[src/rtl/vppc_pkg.sv]
package vppc_pkg;
    parameter int unsigned PIX_BITS      = 24;
    parameter int unsigned LANES         = 4;
    parameter int unsigned DIM_BITS      = 16;
    parameter int unsigned CSR_ADDR_BITS = 8;
    parameter int unsigned CSR_DATA_BITS = 32;

    localparam int unsigned BUS_BITS   = PIX_BITS * LANES;
    localparam int unsigned CNT_BITS   = $clog2(LANES + 1);
    localparam int unsigned FRAME_BITS = 2 * DIM_BITS;

    localparam logic [CSR_ADDR_BITS-1:0] A_HEIGHT = 8'h10;
    localparam logic [CSR_ADDR_BITS-1:0] A_WIDTH  = 8'h18;
    localparam logic [CSR_ADDR_BITS-1:0] A_FORMAT = 8'h20;
    localparam logic [CSR_ADDR_BITS-1:0] A_IN_PPC = 8'h28;
    localparam logic [CSR_ADDR_BITS-1:0] A_OUT_PPC = 8'h30;
    localparam logic [CSR_ADDR_BITS-1:0] A_DROP   = 8'h48;
    localparam logic [CSR_ADDR_BITS-1:0] A_REPEAT = 8'h50;

    localparam logic [7:0] FMT_RESET = 8'd1;

    typedef logic [CNT_BITS-1:0] lane_cnt_t;

    // one gathered group of pixels handed from the widening to the narrowing stage
    typedef struct packed {
        lane_cnt_t           cnt;
        logic [BUS_BITS-1:0] pix;
    } group_t;

    // register value -> pixels per beat; unsupported codes fall back to one
    function automatic lane_cnt_t ppc_decode(input logic [7:0] raw);
        if (raw == 8'd4 && LANES >= 4)      return lane_cnt_t'(4);
        else if (raw == 8'd2 && LANES >= 2) return lane_cnt_t'(2);
        else                                return lane_cnt_t'(1);
    endfunction

    function automatic logic [1:0] ppc_shift(input lane_cnt_t c);
        if (c == lane_cnt_t'(4))      return 2'd2;
        else if (c == lane_cnt_t'(2)) return 2'd1;
        else                          return 2'd0;
    endfunction
endpackage

[src/rtl/vppc_csr.sv]
module vppc_csr
    import vppc_pkg::*;
(
    input  logic                     clk,
    input  logic                     rst_n,
    input  logic [CSR_ADDR_BITS-1:0] awaddr,
    input  logic                     awvalid,
    output logic                     awready,
    input  logic [CSR_DATA_BITS-1:0] wdata,
    input  logic                     wvalid,
    output logic                     wready,
    output logic                     bvalid,
    input  logic                     bready,
    input  logic [CSR_ADDR_BITS-1:0] araddr,
    input  logic                     arvalid,
    output logic                     arready,
    output logic [CSR_DATA_BITS-1:0] rdata,
    output logic                     rvalid,
    input  logic                     rready,
    output logic [DIM_BITS-1:0]      height,
    output logic [DIM_BITS-1:0]      width,
    output logic [7:0]               in_ppc_raw,
    output logic [7:0]               out_ppc_raw
);
    logic [7:0]               fmt_q;
    logic                     drop_q;
    logic                     rep_q;
    logic                     wr_go;
    logic                     rd_go;
    logic [CSR_DATA_BITS-1:0] rd_word;
    logic                     unused_wbits;

    assign unused_wbits = &{1'b0, wdata[CSR_DATA_BITS-1:DIM_BITS]};

    assign wr_go   = awvalid && wvalid && !bvalid;
    assign awready = wr_go;
    assign wready  = wr_go;
    assign arready = !rvalid;
    assign rd_go   = arvalid && arready;

    always_ff @(posedge clk) begin
        if (!rst_n) begin
            height      <= '0;
            width       <= '0;
            fmt_q       <= FMT_RESET;
            in_ppc_raw  <= '0;
            out_ppc_raw <= '0;
            drop_q      <= 1'b0;
            rep_q       <= 1'b0;
            bvalid      <= 1'b0;
        end else begin
            if (wr_go) begin
                case (awaddr)
                    A_HEIGHT:  height      <= wdata[DIM_BITS-1:0];
                    A_WIDTH:   width       <= wdata[DIM_BITS-1:0];
                    A_FORMAT:  fmt_q       <= wdata[7:0];
                    A_IN_PPC:  in_ppc_raw  <= wdata[7:0];
                    A_OUT_PPC: out_ppc_raw <= wdata[7:0];
                    A_DROP:    drop_q      <= wdata[0];
                    A_REPEAT:  rep_q       <= wdata[0];
                    default: ;
                endcase
                bvalid <= 1'b1;
            end else if (bvalid && bready) begin
                bvalid <= 1'b0;
            end
        end
    end

    always_comb begin
        rd_word = '0;
        case (araddr)
            A_HEIGHT:  rd_word[DIM_BITS-1:0] = height;
            A_WIDTH:   rd_word[DIM_BITS-1:0] = width;
            A_FORMAT:  rd_word[7:0]          = fmt_q;
            A_IN_PPC:  rd_word[7:0]          = in_ppc_raw;
            A_OUT_PPC: rd_word[7:0]          = out_ppc_raw;
            A_DROP:    rd_word[0]            = drop_q;
            A_REPEAT:  rd_word[0]            = rep_q;
            default: ;
        endcase
    end

    always_ff @(posedge clk) begin
        if (!rst_n) begin
            rvalid <= 1'b0;
            rdata  <= '0;
        end else if (rd_go) begin
            rvalid <= 1'b1;
            rdata  <= rd_word;
        end else if (rvalid && rready) begin
            rvalid <= 1'b0;
        end
    end

    // write acknowledged one cycle after acceptance
    p_write_resp_r2: assert property (@(posedge clk) disable iff (!rst_n)
        (awvalid && awready && wvalid && wready) |=> bvalid);
    // read data presented one cycle after address acceptance
    p_read_resp_r2: assert property (@(posedge clk) disable iff (!rst_n)
        (arvalid && arready) |=> rvalid);
endmodule

[src/rtl/vppc_widen.sv]
module vppc_widen
    import vppc_pkg::*;
(
    input  logic                  clk,
    input  logic                  rst_n,
    input  lane_cnt_t             in_ppc,
    input  logic [FRAME_BITS-1:0] frame_pix,
    input  logic [BUS_BITS-1:0]   s_tdata,
    input  logic                  s_tvalid,
    output logic                  s_tready,
    output group_t                grp,
    output logic                  grp_valid,
    input  logic                  grp_take
);
    logic [BUS_BITS-1:0]   acc_pix;
    logic [BUS_BITS-1:0]   merged;
    lane_cnt_t             acc_cnt;
    logic                  acc_full;
    logic [FRAME_BITS-1:0] frame_cnt;
    logic [FRAME_BITS-1:0] frame_next;
    logic [CNT_BITS:0]     base_cnt;
    logic [CNT_BITS:0]     new_cnt;
    logic                  frame_end;
    logic                  in_fire;

    assign s_tready   = !acc_full || grp_take;
    assign in_fire    = s_tvalid && s_tready;
    assign base_cnt   = acc_full ? '0 : {1'b0, acc_cnt};
    assign new_cnt    = base_cnt + {1'b0, in_ppc};
    assign frame_next = frame_cnt + FRAME_BITS'(in_ppc);
    assign frame_end  = (frame_pix != '0) && (frame_next >= frame_pix);

    // place the beat's low lanes after the pixels already gathered
    always_comb begin
        merged = acc_pix;
        for (int l = 0; l < LANES; l++) begin
            if (l >= int'(base_cnt) && l < int'(new_cnt)) begin
                merged[l*PIX_BITS +: PIX_BITS] =
                    s_tdata[(l - int'(base_cnt))*PIX_BITS +: PIX_BITS];
            end
        end
    end

    always_ff @(posedge clk) begin
        if (!rst_n) begin
            acc_pix   <= '0;
            acc_cnt   <= '0;
            acc_full  <= 1'b0;
            frame_cnt <= '0;
        end else if (in_fire) begin
            acc_pix   <= merged;
            acc_cnt   <= lane_cnt_t'(new_cnt);
            acc_full  <= (new_cnt >= (CNT_BITS+1)'(LANES)) || frame_end;
            frame_cnt <= frame_end ? '0 : frame_next;
        end else if (grp_take) begin
            acc_full <= 1'b0;
            acc_cnt  <= '0;
        end
    end

    assign grp.cnt   = acc_cnt;
    assign grp.pix   = acc_pix;
    assign grp_valid = acc_full;

    // a beat never spills past the group, so no pixel is lost
    p_no_overflow_r5: assert property (@(posedge clk) disable iff (!rst_n)
        in_fire |-> (new_cnt <= (CNT_BITS+1)'(LANES)));
endmodule

[src/rtl/vppc_narrow.sv]
module vppc_narrow
    import vppc_pkg::*;
(
    input  logic                clk,
    input  logic                rst_n,
    input  lane_cnt_t           out_ppc,
    input  logic [DIM_BITS-1:0] width,
    input  logic [DIM_BITS-1:0] height,
    input  group_t              grp,
    input  logic                grp_valid,
    output logic                grp_take,
    output logic [BUS_BITS-1:0] m_tdata,
    output logic                m_tvalid,
    input  logic                m_tready,
    output logic                m_tuser,
    output logic                m_tlast
);
    logic [BUS_BITS-1:0] hold_pix;
    lane_cnt_t           hold_cnt;
    lane_cnt_t           hold_rd;
    logic                hold_valid;
    logic                m_fire;
    logic                last_slice;
    logic [CNT_BITS:0]   rd_end;
    logic [DIM_BITS-1:0] beats_per_line;
    logic [DIM_BITS-1:0] xpos;
    logic [DIM_BITS-1:0] ypos;
    logic                last_row;

    assign m_fire     = hold_valid && m_tready;
    assign rd_end     = {1'b0, hold_rd} + {1'b0, out_ppc};
    assign last_slice = rd_end >= {1'b0, hold_cnt};
    assign grp_take   = grp_valid && (!hold_valid || (m_fire && last_slice));

    always_ff @(posedge clk) begin
        if (!rst_n) begin
            hold_pix   <= '0;
            hold_cnt   <= '0;
            hold_rd    <= '0;
            hold_valid <= 1'b0;
        end else if (grp_take) begin
            hold_pix   <= grp.pix;
            hold_cnt   <= grp.cnt;
            hold_rd    <= '0;
            hold_valid <= 1'b1;
        end else if (m_fire) begin
            if (last_slice) hold_valid <= 1'b0;
            else            hold_rd    <= lane_cnt_t'(rd_end);
        end
    end

    // slice out_ppc pixels starting at the read position; upper lanes zero
    always_comb begin
        m_tdata = '0;
        for (int l = 0; l < LANES; l++) begin
            if (l < int'(out_ppc) && (int'(hold_rd) + l) < LANES) begin
                m_tdata[l*PIX_BITS +: PIX_BITS] =
                    hold_pix[(int'(hold_rd) + l)*PIX_BITS +: PIX_BITS];
            end
        end
    end

    assign m_tvalid = hold_valid;

    // frame position counters that rebuild the markers
    assign beats_per_line = width >> ppc_shift(out_ppc);
    assign last_row       = (ypos == height - 1'b1);
    assign m_tuser        = (xpos == '0) && (ypos == '0);
    assign m_tlast        = (xpos == beats_per_line - 1'b1);

    always_ff @(posedge clk) begin
        if (!rst_n) begin
            xpos <= '0;
            ypos <= '0;
        end else if (m_fire) begin
            if (m_tlast) begin
                xpos <= '0;
                ypos <= last_row ? '0 : ypos + 1'b1;
            end else begin
                xpos <= xpos + 1'b1;
            end
        end
    end

    // a stalled beat stays put
    p_hold_stable_r10: assert property (@(posedge clk) disable iff (!rst_n)
        (m_tvalid && !m_tready) |=> (m_tvalid && $stable(m_tdata)
                                     && $stable(m_tuser) && $stable(m_tlast)));
    // the beat after a frame's final beat starts the next frame
    p_frame_restart_r6: assert property (@(posedge clk) disable iff (!rst_n)
        (m_fire && m_tlast && last_row) |=> m_tuser);
endmodule

[src/rtl/vid_ppc_remap.sv]
module vid_ppc_remap
    import vppc_pkg::*;
(
    input  logic                     clk,
    input  logic                     rst_n,
    input  logic [CSR_ADDR_BITS-1:0] ctl_awaddr,
    input  logic                     ctl_awvalid,
    output logic                     ctl_awready,
    input  logic [CSR_DATA_BITS-1:0] ctl_wdata,
    input  logic                     ctl_wvalid,
    output logic                     ctl_wready,
    output logic                     ctl_bvalid,
    input  logic                     ctl_bready,
    input  logic [CSR_ADDR_BITS-1:0] ctl_araddr,
    input  logic                     ctl_arvalid,
    output logic                     ctl_arready,
    output logic [CSR_DATA_BITS-1:0] ctl_rdata,
    output logic                     ctl_rvalid,
    input  logic                     ctl_rready,
    input  logic [BUS_BITS-1:0]      s_tdata,
    input  logic                     s_tvalid,
    output logic                     s_tready,
    output logic [BUS_BITS-1:0]      m_tdata,
    output logic                     m_tvalid,
    input  logic                     m_tready,
    output logic                     m_tuser,
    output logic                     m_tlast
);
    logic [DIM_BITS-1:0]   height;
    logic [DIM_BITS-1:0]   width;
    logic [7:0]            in_raw;
    logic [7:0]            out_raw;
    lane_cnt_t             in_ppc;
    lane_cnt_t             out_ppc;
    logic [FRAME_BITS-1:0] frame_pix;
    group_t                grp;
    logic                  grp_valid;
    logic                  grp_take;

    vppc_csr u_csr (
        .clk        (clk),
        .rst_n      (rst_n),
        .awaddr     (ctl_awaddr),
        .awvalid    (ctl_awvalid),
        .awready    (ctl_awready),
        .wdata      (ctl_wdata),
        .wvalid     (ctl_wvalid),
        .wready     (ctl_wready),
        .bvalid     (ctl_bvalid),
        .bready     (ctl_bready),
        .araddr     (ctl_araddr),
        .arvalid    (ctl_arvalid),
        .arready    (ctl_arready),
        .rdata      (ctl_rdata),
        .rvalid     (ctl_rvalid),
        .rready     (ctl_rready),
        .height     (height),
        .width      (width),
        .in_ppc_raw (in_raw),
        .out_ppc_raw(out_raw)
    );

    assign in_ppc    = ppc_decode(in_raw);
    assign out_ppc   = ppc_decode(out_raw);
    assign frame_pix = FRAME_BITS'(width) * FRAME_BITS'(height);

    vppc_widen u_widen (
        .clk      (clk),
        .rst_n    (rst_n),
        .in_ppc   (in_ppc),
        .frame_pix(frame_pix),
        .s_tdata  (s_tdata),
        .s_tvalid (s_tvalid),
        .s_tready (s_tready),
        .grp      (grp),
        .grp_valid(grp_valid),
        .grp_take (grp_take)
    );

    vppc_narrow u_narrow (
        .clk      (clk),
        .rst_n    (rst_n),
        .out_ppc  (out_ppc),
        .width    (width),
        .height   (height),
        .grp      (grp),
        .grp_valid(grp_valid),
        .grp_take (grp_take),
        .m_tdata  (m_tdata),
        .m_tvalid (m_tvalid),
        .m_tready (m_tready),
        .m_tuser  (m_tuser),
        .m_tlast  (m_tlast)
    );
endmodule

[config.mk]
export PLATFORM = sky130hd
export DESIGN_NAME = vid_ppc_remap
export DESIGN_NICKNAME = d
export VERILOG_FILES = /design/src/rtl/vppc_pkg.sv /design/src/rtl/vppc_csr.sv /design/src/rtl/vppc_widen.sv /design/src/rtl/vppc_narrow.sv /design/src/rtl/vid_ppc_remap.sv
export SDC_FILE = /design/constraint.sdc
export NUM_CORES = 2
export LEC_CHECK = 0
export BUFFER_PORTS_ARGS = -buffer_cell sky130_fd_sc_hd__buf_2
export CORE_AREA = 3 3 265 267
export DETAILED_ROUTE_END_ITERATION = 7
export DIE_AREA = 0 0 268 270
export HOLD_SLACK_MARGIN = 0.02
export PLACE_DENSITY = 0.89
export SLEW_MARGIN = 0
export SYNTH_ARGS = -nofsm -noshare
export SYNTH_HDL_FRONTEND = slang
export SYNTH_SLANG_ARGS = --single-unit
[constraint.sdc]
create_clock -name clk -period 17.09 [get_ports clk]
set_input_delay 5.127 -clock clk [delete_from_list [all_inputs] [get_ports clk]]
set_output_delay 5.127 -clock clk [all_outputs]
set_load 0.01 [all_outputs]
## Yosys cells after proc, flatten, opt, wreduce, memory -nomap -nowiden

Cells that the tools add are included.
W data, S select, Z words.

- Flip-flop bits (word level): 343
- Input port bits: 153
- Output and inout port bits: 137
- Word-level logic and storage cells: 175

- Add/subtract/negate cells: 14
- $mul: 9
- Magnitude comparators: 19
- Equality and inequality tests: 22
- Shifts and indexed selects: 9
- Mux-type cells: 28
- Bitwise logic cells: 2
- Reductions and logical operators: 49

Operator list:

| kind | number |
|---|---|
| $shiftx A96 B33 Y24 | 8 |
| $mul A32 B2 Y29 const B | 7 |
| $lt A32 B3 Y1 const B | 3 |
| $mux W24 | 4 |
| $eq A8 B6 Y1 const B | 6 |
| $pmux W7 S5 | 1 |
| $add A16 B1 Y16 const B | 2 |
| $add A32 B3 Y32 | 1 |
| $eq A16 B16 Y1 | 2 |
| $eq A8 B5 Y1 const B | 4 |
| $eq A8 B7 Y1 const B | 4 |
| $ge A32 B32 Y1 | 1 |
| $logic_not A16 Y1 | 2 |
| $mul A16 B16 Y32 | 1 |
| $mux W16 | 2 |
| $mux W32 | 1 |
| $reduce_bool A32 Y1 | 1 |
| $sub A16 B1 Y16 const B | 2 |
| $reduce_and A2 Y1 | 14 |
| $logic_and A1 B1 Y1 | 19 |
| $eq A8 B2 Y1 const B | 2 |
| $eq A8 B3 Y1 const B | 2 |
| $pmux W8 S2 | 1 |
| $shr A16 B2 Y16 | 1 |
| other kinds (27) | 61 |

## Logic depth before layout (Yosys ltp)

- Depth after elaboration: 11
- Gate-level depth with buffers: 36
- Gate-level depth less buffers: 30

## Modules after synthesis

From an unflattened synthesis, not the netlist that was laid out.

- Cells, all modules: 4591
- Area total of the unflattened synthesis: 35321.4 sq um

Modules (own cells, without submodules):

| module | times used | cells an instance | area an instance (sq um) |
|---|---|---|---|
| vppc_widen | 1 | 1930 | 13993.4 |
| vppc_narrow | 1 | 1247 | 9113.7 |
| vid_ppc_remap | 1 | 1021 | 8707.1 |
| vppc_csr | 1 | 393 | 3507.1 |

## Worst setup path after synthesis

OpenSTA, ideal clock, no wires.

- Kind: input to output
- Start point: input m_tready
- End point: output s_tready
- Arrival time: 5757 ps
- Slack: 6206 ps
- Cell stages on the path: 3
- Path buffers: 0
- Cell sequence: a21boi_0 > and2_1 > inv_1

- Word-level cells in the longest chain between the ends: 5

RTL lines:

| item | line | RTL |
|---|---|---|
| start, declared | vid_ppc_remap.sv:25 | `input logic m_tready,` |
| $logic_and A1 B1 Y1 | vppc_narrow.sv:30 | `assign m_fire = hold_valid && m_tready;` |
| $logic_and A1 B1 Y1 | vppc_narrow.sv:33 | `assign grp_take = grp_valid && (!hold_valid \|\| (m_fire && last_slice));` |
| $logic_or A1 B1 Y1 | vppc_narrow.sv:33 |  |
| $logic_and A1 B1 Y1 | vppc_narrow.sv:33 |  |
| $logic_or A1 B1 Y1 | vppc_widen.sv:26 | `assign s_tready = !acc_full \|\| grp_take;` |
| end, declared | vid_ppc_remap.sv:22 | `output logic s_tready,` |

No other way between the ends.

## Worst setup path in the final report

Ends and elaborated chain as after synthesis.

==> flow_summary.yaml <==
run_status:
  status: "completed"
drt:
  first_iter_violations: 7550
  vias_per_cell: 6.992
  postRouteAntennaNets: 0
  drc: 0
  vias: 43510
  wirelength_mm: 148.6
  wire_per_inst_um: 23.88
  first_pass_iters: 7
logic_synthesis:
  ys_ff_latch: 343
  synth_area_um2: 40100
  postSynthAreaPerCell_um2: 7.487
  async_flop_share: 0
  netlist.area_leader.share: 0.1712
  synthDistinctLibCells: 92
  yosys.area.top_type: "dfxtp_1"
  synth_ff_type: "dfxtp_1"
  syn_inst: 5356
  ys_top_cells_by_area: "dfxtp_1, fa_1, nand2_1"
  ys_warn_count: 0
  seq_area_frac_synth: 0.1712
  synth_edf_count: 0
worst_setup_path:
  path_class: "in2out"
  cp_max_fo: 5
  start_kind: "input pin"
  crit_arrival_ns: 6.20
  cp.required_ns: 11.96
  end_kind: "output port"
placed_design:
  dpl_cell_area_um2: 41550
  dp_hpwl_mm: 106.8
  io_buffers: 257
  routabilityCongestion: 1.109
  dpl_worst_slack_ns: 5.815
  placedCellCount: 6137
clock_tree:
  cts_root_buf: "clkbuf_16"
  cts_setup_buffers: 0
  htree_levels: 2
  cts.clk_slew.worst_paths_ns: 0.07
  numCtsBuffers: 38
  clk_latency_ns: 0.60
  clockBufferDepth: 3
  ctsResizeCount: 0
  cts_hold_buf: 0
  cts_tree: "yes"
  cts.sinks: 343
layout:
  final_cell_mix: "nand2_1, a21oi_1, nor2_1, dfxtp_1, inv_1"
  postLayoutCellArea_um2: 42900
  area_growth_syn_to_layout_pct: 6.976
  fin_nets: 5836
  final_common_cell: "nand2_1"
  finalNonFillerCells: 6223
  regArea_um2: 6872
  multi_input_area_um2: 30540
  drive_gt1_frac: 0.1166
  nFillCells: 5623
floorplanning:
  die_h_um: 270
  core_area_um2: 68350
  initial_core_util: 0.5868
  io-pin-count: 290
  rows: 96
  fp.dieW_um: 268
  die_area_um2: 72360
grt:
  use_met2: 0.5623
  grt_use_total: 0.3966
  grt_pass1_vias: 40220
  globalRouteMet1Util: 0.5364
  met3_usage: 0.1332
  grt_antenna_before_repair: 18
  grt-ovfl-total: 0
  grt_busiest_layer: "met2"
  grt_max_degree: 156
  grt_pass1_wl_mm: 228.8
sta:
  hold_viol_final: 0
  slew_violations: 0
  fin_crit_ns: 11.33
  fmax_mhz: 88.29
  relSlewSlack: 0.09373
  hold_slack_ns: 0.4545
  tns_ns: 0
  clock_skew_ns: 0.02651
  fin_crit_sh: 0.6627
  setup_slack_ns: 5.764
  worstMarginPinSlew_ns: 1.359
  rsz0062_at_grt: "false"
  setup_viol: 0
power:
  power.leakage_nw: 16.85
  ir_worst_vdd_v: 0.00009001
  powerDensity_nw_per_um2: 69.16
run:
  drv_cap: 0
hold_path:
  hp-class: "reg2reg"
==> report_power, final <==
group / switching [mW] / internal, mW
registers: 0.0315 / 0.839
clock network: 0.379 / 0.476
logic: 0.825 / 0.417
total: 1.24 / 1.73
==> cells in the mapped netlist, drive strengths merged, types with 77 or more instances <==
cell    count
nand2     877
a21oi     528
nor2      454
clkbuf    378
dfxtp     343
inv       291
fa        200
mux2i     194
o21ai     194
ha        188
and2      144
nand3     135
mux4      113
nor3      112
a211oi    104
a31oi      85
buf        79
xnor2      77
==> metrics by stage <==
stage          total power, mW    util
2_1_floorplan            1.693       -
3_3_place_gp             2.021  0.6079
3_5_place_dp             2.043  0.6079
4_1_cts                  2.890  0.6271
5_1_grt                  3.061  0.6277
6_report                 2.967  0.6277
==> layout make-up <==
class | count | area share
inverters | 293 | 0.02584
diodes | 16 | 0.0009333
repair buffers | 341 | 0.04497
clock inverters | 20 | 0.005221
well taps | 882 | 0.02572
clock buffers | 50 | 0.02532
flip-flops and latches | 343 | 0.1602
multi-input cells | 4278 | 0.7118
==> critical path: stages <==
cell and delay, ns:
buf_2 0.12, a21boi_0 0.20, buf_4 0.22, and2_1 0.22, inv_1 0.14, buf_2 0.18
==> cell families (layout without fill, tap and decap cells) <==
group | count (synthesis) | count (layout) | share of synthesized area
buffers and inverters | 750 | 704 | 0.07270
other | 1 | 32 | 0.00009351
AO/OA/AOI/OAI | 1391 | 1391 | 0.2188
XOR/XNOR | 146 | 146 | 0.03189
AND/OR/NAND/NOR | 1992 | 1992 | 0.2242
flip-flops | 343 | 343 | 0.1712
adder cells (fa/ha/maj) | 388 | 388 | 0.1585
multiplexers | 345 | 345 | 0.1226
==> layer usage <==
| layer | vias up | share of wire |
|---|---|---|
| li1 | 18840 | - |
| met1 | 20090 | 0.36 |
| met2 | 3826 | 0.41 |
| met3 | 761 | 0.17 |
| met4 | 4 | 0.062 |
| met5 | - | 0.00019 |
==> registers in the layout, indices dropped and copies added, names as in the netlist, 16 cells and up <==
signal,flops
u_csr.height,16
u_csr.rdata,16
u_csr.width,16
u_narrow.hold_pix,96
u_widen.frame_cnt,32
u_widen.acc_pix,96
u_narrow.xpos,16
u_narrow.ypos,16
==> final timing paths <==
path	startpoint	end	slack (ns)	depth (start not counted)
worst max-delay path	m_tready	s_tready	5.76	6
worst min-delay path	u_widen.acc_pix[93]$_SDFFE_PN0P_	u_narrow.hold_pix[93]$_SDFFE_PN0P_	0.45	2
worst max register to register	u_csr.width[4]$_SDFFE_PN0P_	u_widen.frame_cnt[23]$_SDFFE_PN0P_	8.05	26
worst min register to register	u_widen.acc_pix[93]$_SDFFE_PN0P_	u_narrow.hold_pix[93]$_SDFFE_PN0P_	0.45	2
No activity file was read; power rests on OpenSTA's default activity.
